File: config.mk
export PLATFORM = sky130hd
export DESIGN_NAME = pmp_entry_regs
export DESIGN_NICKNAME = d
export VERILOG_FILES = /design/src/rtl/pmp_reg_pkg.sv /design/src/rtl/pmp_reg_ctrl.sv /design/src/rtl/pmp_reg_data.sv /design/src/rtl/pmp_entry_regs.sv
export SDC_FILE = /design/constraint.sdc
export NUM_CORES = 1
export LEC_CHECK = 0
export ABC_AREA = 0
export CORE_MARGIN = 4
export CORE_UTILIZATION = 60
export DETAILED_ROUTE_END_ITERATION = 6
export DONT_BUFFER_PORTS = 1
export PLACE_DENSITY = 0.79
export SYNTH_ARGS = -nofsm -noshare
export SYNTH_HDL_FRONTEND = slang
export SYNTH_SLANG_ARGS = --single-unit
File: constraint.sdc
create_clock -name clk -period 3.5 [get_ports clk]
set_input_delay 0.7 -clock clk [delete_from_list [all_inputs] [get_ports clk]]
set_output_delay 0.7 -clock clk [all_outputs]
set_load 0.005 [all_outputs]
File: src/rtl/pmp_reg_pkg.sv
package pmp_reg_pkg;

  typedef enum logic [1:0] {
    KIND_CFG  = 2'd0,
    KIND_ADDR = 2'd1,
    KIND_SEC  = 2'd2,
    KIND_NONE = 2'd3
  } csrKind_e;

  localparam int LOCK_BIT   = 7;
  localparam int MODE_LSB   = 3;
  localparam logic [1:0] MODE_TOR = 2'b01;

  localparam int SEC_MML  = 0;
  localparam int SEC_MMWP = 1;
  localparam int SEC_RLB  = 2;
  localparam int SEC_W    = 3;

  typedef struct packed {
    logic secWr;
    logic rlbOk;
    logic rdCfg;
    logic rdAddr;
    logic rdSec;
  } strobe_t;

endpackage

File: src/rtl/pmp_reg_ctrl.sv
module pmp_reg_ctrl
  import pmp_reg_pkg::*;
#(
  parameter int NUM_ENTRIES = 16,
  parameter int XLEN        = 32,
  parameter int IDX_W       = 5
) (
  input  logic                   clk,
  input  logic                   rstN,
  input  logic                   wrEn,
  input  logic [1:0]             csrKind,
  input  logic [IDX_W-1:0]       csrIdx,
  input  logic [NUM_ENTRIES-1:0] lockVec,
  input  logic [NUM_ENTRIES-1:0] torVec,
  input  logic                   secRlb,
  output logic [NUM_ENTRIES-1:0] cfgEntWe,
  output logic [NUM_ENTRIES-1:0] addrEntWe,
  output strobe_t                stb,
  output logic                   flushPulse
);

  localparam int BPR  = XLEN / 8;
  localparam bit WIDE = (XLEN > 32);

  csrKind_e kind;
  logic oddIgnore, cfgWrite, addrWrite;
  logic [NUM_ENTRIES-1:0] torFreeze;
  int base;

  assign kind      = csrKind_e'(csrKind);
  assign oddIgnore = WIDE && csrIdx[0];
  assign cfgWrite  = wrEn && (kind == KIND_CFG) && !oddIgnore;
  assign addrWrite = wrEn && (kind == KIND_ADDR);
  assign base      = int'(csrIdx) * 4;

  generate
    for (genvar e = 0; e < NUM_ENTRIES; e++) begin : gFreeze
      if (e < NUM_ENTRIES - 1) begin : gMid
        assign torFreeze[e] = lockVec[e+1] && torVec[e+1];
      end else begin : gTop
        assign torFreeze[e] = 1'b0;
      end
    end
  endgenerate

  always_comb begin
    for (int e = 0; e < NUM_ENTRIES; e++) begin
      cfgEntWe[e]  = cfgWrite && (e >= base) && (e < base + BPR) && !lockVec[e];
      addrEntWe[e] = addrWrite && (int'(csrIdx) == e) && !lockVec[e] && !torFreeze[e];
    end
  end

  always_comb begin
    stb.secWr  = wrEn && (kind == KIND_SEC);
    stb.rlbOk  = secRlb || !(|lockVec);
    stb.rdCfg  = (kind == KIND_CFG);
    stb.rdAddr = (kind == KIND_ADDR);
    stb.rdSec  = (kind == KIND_SEC);
  end

  always_ff @(posedge clk or negedge rstN) begin
    if (!rstN) flushPulse <= 1'b0;
    else       flushPulse <= cfgWrite;
  end

  AST_ADDR_SINGLE_TARGET: assert property (@(posedge clk) disable iff (!rstN)
    $onehot0(addrEntWe));

  AST_NO_FLUSH_AFTER_ADDR: assert property (@(posedge clk) disable iff (!rstN)
    (wrEn && kind != KIND_CFG) |=> !flushPulse);

endmodule

File: src/rtl/pmp_reg_data.sv
module pmp_reg_data
  import pmp_reg_pkg::*;
#(
  parameter int NUM_ENTRIES = 16,
  parameter int XLEN        = 32,
  parameter int IDX_W       = 5
) (
  input  logic                   clk,
  input  logic                   rstN,
  input  logic [IDX_W-1:0]       csrIdx,
  input  logic [XLEN-1:0]        wrData,
  input  logic [NUM_ENTRIES-1:0] cfgEntWe,
  input  logic [NUM_ENTRIES-1:0] addrEntWe,
  input  strobe_t                stb,
  output logic [XLEN-1:0]        rdData,
  output logic [NUM_ENTRIES-1:0] lockVec,
  output logic [NUM_ENTRIES-1:0] torVec,
  output logic                   secRlb
);

  localparam int BPR = XLEN / 8;

  logic [NUM_ENTRIES*8-1:0]    cfgQ;
  logic [NUM_ENTRIES*8-1:0]    byteIn;
  logic [NUM_ENTRIES*XLEN-1:0] addrQ;
  logic [SEC_W-1:0]            secQ;
  int base;

  assign base = int'(csrIdx) * 4;

  generate
    for (genvar e = 0; e < NUM_ENTRIES; e++) begin : gFlags
      assign lockVec[e] = cfgQ[e*8 + LOCK_BIT];
      assign torVec[e]  = (cfgQ[e*8 + MODE_LSB +: 2] == MODE_TOR);
    end
  endgenerate

  assign secRlb = secQ[SEC_RLB];

  always_comb begin
    for (int e = 0; e < NUM_ENTRIES; e++) begin
      int slot;
      slot = e - base;
      if (slot >= 0 && slot < BPR) byteIn[e*8 +: 8] = wrData[slot*8 +: 8];
      else                         byteIn[e*8 +: 8] = 8'h00;
    end
  end

  always_ff @(posedge clk or negedge rstN) begin
    if (!rstN) begin
      cfgQ  <= '0;
      addrQ <= '0;
      secQ  <= '0;
    end else begin
      for (int e = 0; e < NUM_ENTRIES; e++) begin
        if (cfgEntWe[e])  cfgQ[e*8 +: 8]       <= byteIn[e*8 +: 8];
        if (addrEntWe[e]) addrQ[e*XLEN +: XLEN] <= wrData;
      end
      if (stb.secWr) begin
        secQ[SEC_RLB]  <= wrData[SEC_RLB] && stb.rlbOk;
        secQ[SEC_MMWP] <= wrData[SEC_MMWP] || secQ[SEC_MMWP];
        secQ[SEC_MML]  <= wrData[SEC_MML] || secQ[SEC_MML];
      end
    end
  end

  always_comb begin
    rdData = '0;
    if (stb.rdCfg) begin
      for (int i = 0; i < BPR; i++) begin
        if (base + i < NUM_ENTRIES) rdData[i*8 +: 8] = cfgQ[(base + i)*8 +: 8];
      end
    end else if (stb.rdAddr) begin
      if (int'(csrIdx) < NUM_ENTRIES) rdData = addrQ[int'(csrIdx)*XLEN +: XLEN];
    end else if (stb.rdSec) begin
      rdData = {{(XLEN-SEC_W){1'b0}}, secQ};
    end
  end

  generate
    for (genvar e = 0; e < NUM_ENTRIES; e++) begin : gChk
      AST_LOCKED_CFG_HELD: assert property (@(posedge clk) disable iff (!rstN)
        lockVec[e] |=> $stable(cfgQ[e*8 +: 8]));
      AST_LOCKED_ADDR_HELD: assert property (@(posedge clk) disable iff (!rstN)
        lockVec[e] |=> $stable(addrQ[e*XLEN +: XLEN]));
      if (e < NUM_ENTRIES - 1) begin : gTorChk
        AST_TOR_BASE_FROZEN: assert property (@(posedge clk) disable iff (!rstN)
          (lockVec[e+1] && torVec[e+1]) |=> $stable(addrQ[e*XLEN +: XLEN]));
      end
    end
  endgenerate

  AST_MML_STICKY: assert property (@(posedge clk) disable iff (!rstN)
    secQ[SEC_MML] |=> secQ[SEC_MML]);
  AST_MMWP_STICKY: assert property (@(posedge clk) disable iff (!rstN)
    secQ[SEC_MMWP] |=> secQ[SEC_MMWP]);
  AST_RLB_BLOCKED: assert property (@(posedge clk) disable iff (!rstN)
    (!secQ[SEC_RLB] && (|lockVec)) |=> !secQ[SEC_RLB]);

endmodule

File: src/rtl/pmp_entry_regs.sv
module pmp_entry_regs
  import pmp_reg_pkg::*;
#(
  parameter  int NUM_ENTRIES = 16,
  parameter  int XLEN        = 32,
  localparam int IDX_W       = $clog2(NUM_ENTRIES) + 1
) (
  input  logic             clk,
  input  logic             rstN,
  input  logic             wrEn,
  input  logic [1:0]       csrKind,
  input  logic [IDX_W-1:0] csrIdx,
  input  logic [XLEN-1:0]  wrData,
  output logic [XLEN-1:0]  rdData,
  output logic             flushPulse
);

  logic [NUM_ENTRIES-1:0] lockVec, torVec, cfgEntWe, addrEntWe;
  logic    secRlb;
  strobe_t stb;

  initial begin
    assert (XLEN == 32 || XLEN == 64);
    assert (NUM_ENTRIES >= 1);
  end

  pmp_reg_ctrl #(.NUM_ENTRIES(NUM_ENTRIES), .XLEN(XLEN), .IDX_W(IDX_W)) u_ctrl (
    .clk(clk), .rstN(rstN), .wrEn(wrEn), .csrKind(csrKind), .csrIdx(csrIdx),
    .lockVec(lockVec), .torVec(torVec), .secRlb(secRlb),
    .cfgEntWe(cfgEntWe), .addrEntWe(addrEntWe), .stb(stb), .flushPulse(flushPulse)
  );

  pmp_reg_data #(.NUM_ENTRIES(NUM_ENTRIES), .XLEN(XLEN), .IDX_W(IDX_W)) u_data (
    .clk(clk), .rstN(rstN), .csrIdx(csrIdx), .wrData(wrData),
    .cfgEntWe(cfgEntWe), .addrEntWe(addrEntWe), .stb(stb),
    .rdData(rdData), .lockVec(lockVec), .torVec(torVec), .secRlb(secRlb)
  );

endmodule

Yosys cells after proc, flatten, opt, wreduce, memory -nomap -nowiden:

Index checks and enable logic that the tools add are counted.

* eq/ne operators: 32
* shifts and indexed selects: 21
* reduce and logical (&&, ||, !) cells: 168
* add/subtract/negate cells: 20
* muxes and demuxes: 24
* $lt $le $gt $ge: 69

Operators with widths (number)
* $ge A32 B1 Y1 const B: 16
* $lt A32 B4 Y1 const B: 16
* $shiftx A32 B32 Y8: 16
* $shiftx A512 B11 Y32: 1
* $shiftx A128 B32 Y8: 3
* $lt A5 B32 Y1 const A: 8
* $mux W8: 20
* $logic_and A1 B1 Y1: 130
* $lt A4 B32 Y1 const A: 4
* $shiftx A128 B11 Y8: 1
* $lt A32 B6 Y1 const B: 3
* $mux W32: 3
* $lt A3 B32 Y1 const A: 2
* $sub A4 B7 Y8 const A: 8
* $ge A4 B7 Y1 const A: 8
* $eq A5 B5 Y1 const B: 8
* $eq A2 B1 Y1 const B: 16
* $logic_not A1 Y1: 32
* $lt A1 B32 Y1 const A: 1
* $lt A2 B32 Y1 const A: 1
* $sub A3 B7 Y8 const A: 4
* $ge A3 B7 Y1 const A: 4
* $eq A5 B4 Y1 const B: 4
* $add A7 B2 Y8 const B: 2
* 16 further kinds: 23

* bits of input ports: 42
* word-level logic and storage cells: 368
* flip-flop bits (word level): 644

Logic depth before layout (Yosys ltp):

Gate-level depths: netlist of run 1.

* word-level depth: 5
* gate-level depth with buffers: 12
* gate-level depth less buffers: 8

Hierarchy:

A second synthesis of run 1 with hierarchy kept.

* cell total of the unflattened synthesis: 2137
* area total of the unflattened synthesis: 30136.4 µm²

Modules (own cells, without submodules)
* pmp_reg_data: area an instance 29440.7 µm², cells each 2047, times used 1
* pmp_reg_ctrl: area an instance 695.7 µm², cells each 90, times used 1

Least setup slack after synthesis of run 1:

Ideal clock, no wire load.

* path kind: input -> register
* start point: input port csrIdx[3]
* end point: register u_data.cfgQ[100]
* arrival: 3.096 ns
* path slack: 0.277 ns
* library setup time: 0.128 ns
* data required time: 3.372 ns
* stages on the path: 10
* path through: clkbuf_1 > buf_2 > buf_1 > and3_1 > ha_1 > inv_1 > a211oi_2 > or4b_1 > buf_2 > mux2i_1

* cells in the longest elaborated chain, start to end: 4

Ends and longest elaborated chain
* from (decl): line pmp_entry_regs.sv:12 `input logic [IDX_W-1:0] csrIdx,`
* $sub A4 B7 Y8, or another cell as far along: line pmp_reg_data.sv:43 `slot = e - base;`
* $ge A32 B1 Y1, or another cell as far along: line pmp_reg_data.sv:44 `if (slot >= 0 && slot < BPR) byteIn[e*8 +: 8] = wrData[slot*8 +: 8];`
* $logic_and A1 B1 Y1, on equally long branches: line pmp_reg_data.sv:44, pmp_reg_ctrl.sv:48
* $mux W8 / $logic_and A1 B1 Y1 (equally long branches): line pmp_reg_data.sv:44, pmp_reg_ctrl.sv:48
* to (signal, indexed assignment): line pmp_reg_data.sv:56 `if (cfgEntWe[e]) cfgQ[e*8 +: 8] <= byteIn[e*8 +: 8];`
* to (decl): line pmp_reg_data.sv:23 `logic [NUM_ENTRIES*8-1:0] cfgQ;`

Several ways; a longest one is shown, not always the timed one.
A chain may end at the register's enable or synchronous reset.

Worst setup path in the final report of run 1:

* start point: input port csrIdx[3]
* end point: output port rdData[30]

* cells in the longest elaborated chain, start to end: 4

Ends and longest elaborated chain
* $add A7 B2 Y8, or another cell as far along: line pmp_reg_data.sv:71 `if (base + i < NUM_ENTRIES) rdData[i*8 +: 8] = cfgQ[(base + i)*8 +: 8];`
* $lt A32 B6 Y1, or another cell as far along: line pmp_reg_data.sv:71
* $mux W8 / $mux W32 (equally long branches): line pmp_reg_data.sv:71, pmp_reg_data.sv:73
* $mux W32 (*): line pmp_reg_data.sv:69 `if (stb.rdCfg) begin`
* to (decl): line pmp_entry_regs.sv:14 `output logic [XLEN-1:0] rdData,`

Mark *: on every way between the ends. The rest lies on a longest branch, timed or not.

==> results of run 1 <==
## registers in the layout (all words and copies together) (netlist names)
register           flops
u_data.addrQ         512
u_data.secQ            3
u_data.cfgQ          128
u_ctrl.flushPulse      1
## layer usage
layer / vias to the layer above / global-route usage [%] / share of wire [%]
met5: - / 0 / 0
met1: 9791 / 37.8 / 43
met4: 0 / 9.38 / 3.7
met3: 149 / 4.53 / 5.0
met2: 497 / 42.9 / 48
li1: 7603 / - / -
## where the power goes
group	switching [mW]	internal (mW)	total, mW
Clock	2.91	4.30	7.21
Combinational	0.457	0.925	1.38
Sequential	0.387	8.15	8.54
## per-stage QoR
stage | worst slack [ns] | power (mW) | cells | util [%] | hold WS [ns]
2_1_floorplan | 0.277 | 9.85 | 2134 | - | 0.404
3_3_place_gp | 0.455 | 9.90 | 2670 | 61.4 | 0.443
6_report | 0.552 | 17.1 | 2792 | 65.8 | -0.156
3_5_place_dp | 0.412 | 10.0 | 2670 | 61.4 | 0.439
5_1_grt | 0.460 | 17.7 | 2792 | 65.8 | -0.189
4_1_cts | 0.592 | 17.3 | 2792 | 65.8 | -0.197
## logic make-up after synthesis
| group | after synthesis | share of synthesized area (%) |
|---|---|---|
| muxes | 788 | 35.4 |
| DFF | 644 | 52.0 |
| and+or+nand+nor | 234 | 3.98 |
| buffers and inverters | 299 | 4.30 |
| adders and majority gates | 14 | 0.565 |
| xor gates and xnor gates | 1 | 0.0525 |
| AOI/OAI and AO/OA | 154 | 3.68 |
## path summary, 6_finish.rpt
kind	startpoint	endpoint	slack [ns]	depth (start not counted)
setup / recovery	csrIdx[3]	rdData[30]	0.55	5
hold / removal	rstN	u_data.addrQ[323]$_DFFE_PN0P_	-0.16	0
setup reg to reg	u_data.cfgQ[119]$_DFFE_PN0P_	u_data.addrQ[427]$_DFFE_PN0P_	1.29	4
hold reg to reg	u_data.secQ[0]$_DFFE_PN0P_	u_data.secQ[0]$_DFFE_PN0P_	0.48	1
max in group asynchronous	rstN	u_data.cfgQ[74]$_DFFE_PN0P_	1.95	0
min in group clk	wrData[31]	u_data.cfgQ[127]$_DFFE_PN0P_	0.22	1
## layout by cell type, fill, tap and decap left out, types with 5 or more instances in the layout
master	instances
a21o_1	10
a22oi_1	35
a311oi_1	7
a31o_2	7
buf_4	54
clkbuf_1	17
clkbuf_16	71
clkbuf_8	17
clkinv_2	12
dfrtp_1	644
ha_1	14
inv_1	100
mux2_2	392
mux2_4	120
mux2i_1	116
mux4_2	160
nand2_1	145
nand2b_1	6
nand3_2	5
nand4_1	7
nor2_1	5
nor3_2	5
nor4b_2	5
o211ai_1	32
o21ai_0	37
o21ai_1	13
## layout make-up
type | instances | area (um2)
multi-input cells | 1191 | 13700
clock inverters | 17 | 166
repair buffers | 55 | 425
inverters | 100 | 375
fillers | 3493 | 17500
well taps | 680 | 851
flip-flops and latches | 644 | 16100
clock buffers | 105 | 2070
## critical path, cell delays in order
cell and delay, ns:
nand2b_1 0.29, nor4b_2 0.51, buf_4 0.38, a22oi_1 0.17
o211ai_1 0.17
==> reports/metrics.cfg, run 1 <==
[outcome]
status=finished with violations
violations=hold timing, slew limit

[sta]
setup_viol=0
tightest_slew_ns=2.21
fin_tns_setup_ns=0
worst_hold_slack_ns=-0.156
fmax_ghz=0.339
final_max_slew_viol_count=319
skew_ns=0.0204
hold_viol=50
post-route-period-util_pct=84.2
grt_setup_unrepaired=no
maxSlewHeadroom_pct=-47.4
finalCriticalPeriod_ns=2.95

[global_routing]
grt_pass1_wl_um=117000
antenna_found_initial=0
grt.overflow.total=0
grt_pass1_vias=19600
grt_usage_pct=26.8
grt_start_max_net_pins=645

[die]
die_y_um=235
dieArea_um2=55400
die_w_um=235
initial_core_util_pct=60.5
ioPinCount=75
core_area_um2=51200
core.rowCount=83

[synthesis]
synth.top_cell.area_share_pct=52.0
ys_ff_latch=644
synth-seq-area-share_pct=52.0
synthArstFlopShare_pct=100
ys.flop_type=dfrtp_1
netlist_area_um2=31000
yosysMostFrequentCell=dfrtp_1
yosysTopAreaCell=dfrtp_1
synthCells=2134
synthTopCellsByArea=dfrtp_1, mux2_2, mux4_2
synth_nets=2190
yosys_warnings=0
synth-edff-count=0
netlist-cell-type-count=61
netlist_top_cells_count=dfrtp_1, mux2_2, mux4_2
syn_area_per_cell_um2=14.5

[drt]
drc=0
via_count=18000
drtIter0Drc=1499
detail_route.wl_per_cell_um=26.3
routed_wl_um=73400
detail-route-antenna-nets=0
drtPass1Iterations=7
via_per_inst=6.46

[placed_design]
place_congestion=0.917
port_buffers=0
place_hpwl_um=43100
dpl_cell_area_um2=31400

[setup_path]
crit_arrival_ns=2.25
critical_path_class=input pin to output pin
critPathCaptureType=output pin
cp_max_fo=43
crit_path_start_kind=input pin
critical_path_required_ns=2.80

[worst_hold_path]
hp-class=input pin to async pin

[clock_tree]
post_cts_resize_count=0
htreeDepth=3
insertion_delay_ns=0.60
clk_pin_slew_ns=0.06
root_buffer=clkbuf_16
cts_tree=built
cts_sinks=644
cts.path.max_buffers=3
cts_made_buffers=67
post_cts_buffers=0

[layout]
final_nets=2115
syn2layout_area_growth_pct=8.64
drive_gt1_share_pct=41.9
stdcell_area_um2=33700
antenna_cells=0

[power_and_ir_drop]
ir_drop_mv=0.393
powerDensity_nw_per_um2=509
power_leakage_nw=16.0

[run]
maxCapViolations=0

No activity file was read; power rests on OpenSTA's default activity.
==> run 2, diff against run 1 <==
CORE_UTILIZATION = 58   (was 60)
clock period = 2.69 ns   (was 3.5 ns; I/O delays follow)
==> run 2 against run 1 <==
Net effect:
- sequential cell count stayed put
- the flow still finishes with violations (hold timing, slew limit)
- first-iteration DRC count is 11% higher
- register-to-register slack worse by 0.91 ns
- critical endpoint unchanged
- highest routed layer unchanged
==> reports/metrics.cfg, run 2 (synthesized netlist as in run 1, its figures left out) <==
[outcome]
status=finished with violations  ; unchanged
violations=hold timing, slew limit  ; unchanged

[setup_path]
crit_chain=nand2b_1 -> nor4b_4 -> buf_4 -> a22oi_1 -> o211ai_1  ; was nand2b_1 -> nor4b_2 -> buf_4 -> a22oi_1 -> o211ai_1
cp_max_fo=43  ; unchanged
critical_path_class=input pin to output pin  ; unchanged
cp_slowest_cell=nor4b_4  ; was nor4b_2
critPathCaptureType=output pin  ; unchanged
crit_arrival_ns=2.05  ; was 2.25 ns
reg2reg_setup_slack_ns=0.38  ; was 1.29 ns
slowest_delay_ns=0.41  ; was 0.51 ns
crit_path_start_kind=input pin  ; unchanged
critical_path_required_ns=2.15  ; was 2.80 ns
cp_top_family=simple AND/OR/NAND/NOR gates  ; unchanged
ff2ff_path_depth=4  ; unchanged
crit_buf_inv=1  ; unchanged
critical_path_depth=5  ; unchanged

[clock_tree]
htreeDepth=3  ; unchanged
cts_tree=built  ; unchanged
cts_sinks=644  ; unchanged
root_buffer=clkbuf_16  ; unchanged
cts_made_buffers=68  ; was 67
cts.path.max_buffers=3  ; unchanged
post_cts_buffers=0  ; unchanged
clk_pin_slew_ns=0.06  ; about the same
insertion_delay_ns=0.60  ; about the same

[layout]
seqCellArea_um2=16100  ; unchanged
final_nets=2133  ; was 2,115
multi_input_area_um2=13700  ; about the same
final_cell_mix=dfrtp_1, mux2_2, mux4_2, nand2_1, mux2_4  ; unchanged
final_common_cell=dfrtp_1  ; unchanged
syn2layout_area_growth_pct=9.76  ; was 8.64%
stdcell_area_um2=34000  ; was 33,700 um2
antenna_cells=0  ; unchanged
drive_gt1_share_pct=42.5  ; was 41.9%
largest_register_ffs=512  ; unchanged
top_register=u_data.addrQ  ; unchanged
fin_cells=2814  ; was 2,792
nFillCells=3701  ; was 3,493
reg_top3=u_data.addrQ: 512 flops, u_data.cfgQ: 128 flops, u_data.secQ: 3 flops  ; unchanged

[global_routing]
antenna_found_initial=0  ; unchanged
grt_pass1_vias=19400  ; was 19,600
grt_start_max_net_pins=645  ; unchanged
grt_usage_pct=26.3  ; was 26.8%
grt_pass1_wl_um=116000  ; was 117,000 um
grt.overflow.total=0  ; unchanged

[sta]
skew_ns=0.0183  ; was 0.0204 ns
finalCriticalPeriod_ns=2.59
setup_viol=0  ; unchanged
maxSlewHeadroom_pct=-41.7  ; was -47.4%
final_max_slew_viol_count=339  ; was 319
tightest_slew_ns=2.13  ; was 2.21 ns
grt_setup_unrepaired=no  ; unchanged
fmax_ghz=0.387
hold_viol=318  ; was 50
worst_hold_slack_ns=-0.295  ; was -0.156 ns
fin_tns_setup_ns=0  ; unchanged
post-route-period-util_pct=96.1

[die]
ioPinCount=75  ; unchanged
dieArea_um2=57200  ; was 55,400 um2
core_area_um2=52800  ; was 51,200 um2
core.rowCount=84  ; was 83
die_y_um=239  ; was 235 um
initial_core_util_pct=58.7  ; was 60.5%
die_w_um=239  ; was 235 um

[drt]
via_count=18300  ; was 18,000
drtPass1Iterations=5  ; was 7
detail-route-antenna-nets=0  ; unchanged
via_per_inst=6.49  ; was 6.46
routed_wl_um=74400  ; was 73,400 um
detail_route.wl_per_cell_um=26.4  ; was 26.3 um
drc=0  ; unchanged
drtIter0Drc=1665  ; was 1,499

[power_and_ir_drop]
ir_drop_mv=0.668  ; was 0.393 mV
powerDensity_nw_per_um2=660  ; was 509 nW/um2
power_leakage_nw=16.1  ; was 16.0 nW
power.total_mw=22.4  ; was 17.1 mW

[placed_design]
place_hpwl_um=43900  ; was 43,100 um
place_congestion=0.916  ; was 0.917
place_inst=2695  ; was 2,670
dpl_cell_area_um2=31700  ; was 31,400 um2
port_buffers=0  ; unchanged

[run]
maxCapViolations=0  ; unchanged

[worst_hold_path]
hp-class=input pin to async pin  ; unchanged

-- run 2: cell type report --
class / count / share of cell area [%]
Clock buffer: 99 / 5.88
Multi-Input combinational cell: 1191 / 40.3
Inverter: 100 / 1.10
Timing Repair Buffer: 72 / 2.10
Sequential cell: 644 / 47.4
Tap cell: 688 / 2.53
Clock inverter: 20 / 0.747
-- run 2: worst paths after layout --
check / start / endpoint
max: csrIdx[3] / rdData[30]
max reg2reg: u_data.cfgQ[23]$_DFFE_PN0P_ / u_data.addrQ[57]$_DFFE_PN0P_
min: rstN / u_data.addrQ[97]$_DFFE_PN0P_
min in group clk: wrData[31] / u_data.cfgQ[31]$_DFFE_PN0P_
min reg2reg: u_data.secQ[1]$_DFFE_PN0P_ / u_data.secQ[1]$_DFFE_PN0P_
max in group asynchronous: rstN / u_data.addrQ[269]$_DFFE_PN0P_
-- run 2: repair_timing --
item / in CTS / in global routing
resized for setup: 2 / 1
hold endpoints to repair: 644 / 644
setup endpoints to repair: 2 / 1
gates cloned: 0 / 0
-- run 2: where the power goes --
group	total (mW)	internal [mW]	switching, mW
combinational	1.82	1.21	0.608
sequential	11.1	10.6	0.508
clock	9.51	5.73	3.78
total	22.4	17.6	4.89
-- run 2: routing by layer --
| metal | GRT usage (%) | part of all wire (%) | wire length, um | vias up |
|---|---|---|---|---|
| met1 | 36.5 | 42 | 31200 | 9875 |
| met3 | 5.34 | 6.1 | 4570 | 141 |
| met4 | 8.48 | 3.2 | 2390 | 0 |
| met5 | 0 | 0 | 0 | - |
| li1 | - | - | - | 7624 |
| met2 | 42.5 | 49 | 36200 | 610 |
-- run 2: stage by stage --
step	setup WS [ns]	util [%]
final	0.104	64.5
after global routing	0.0502	64.5
after CTS	0.0753	64.5
after detailed placement	0.114	60.2
after global placement	0.134	60.2
after floorplan	0.0117	-
==> run 3, diff against run 2 <==
SLEW_MARGIN = 10   (was unset)
==> results of run 3 <==
Same layout as run 2: the final DEF is identical, and so are final timing and power.
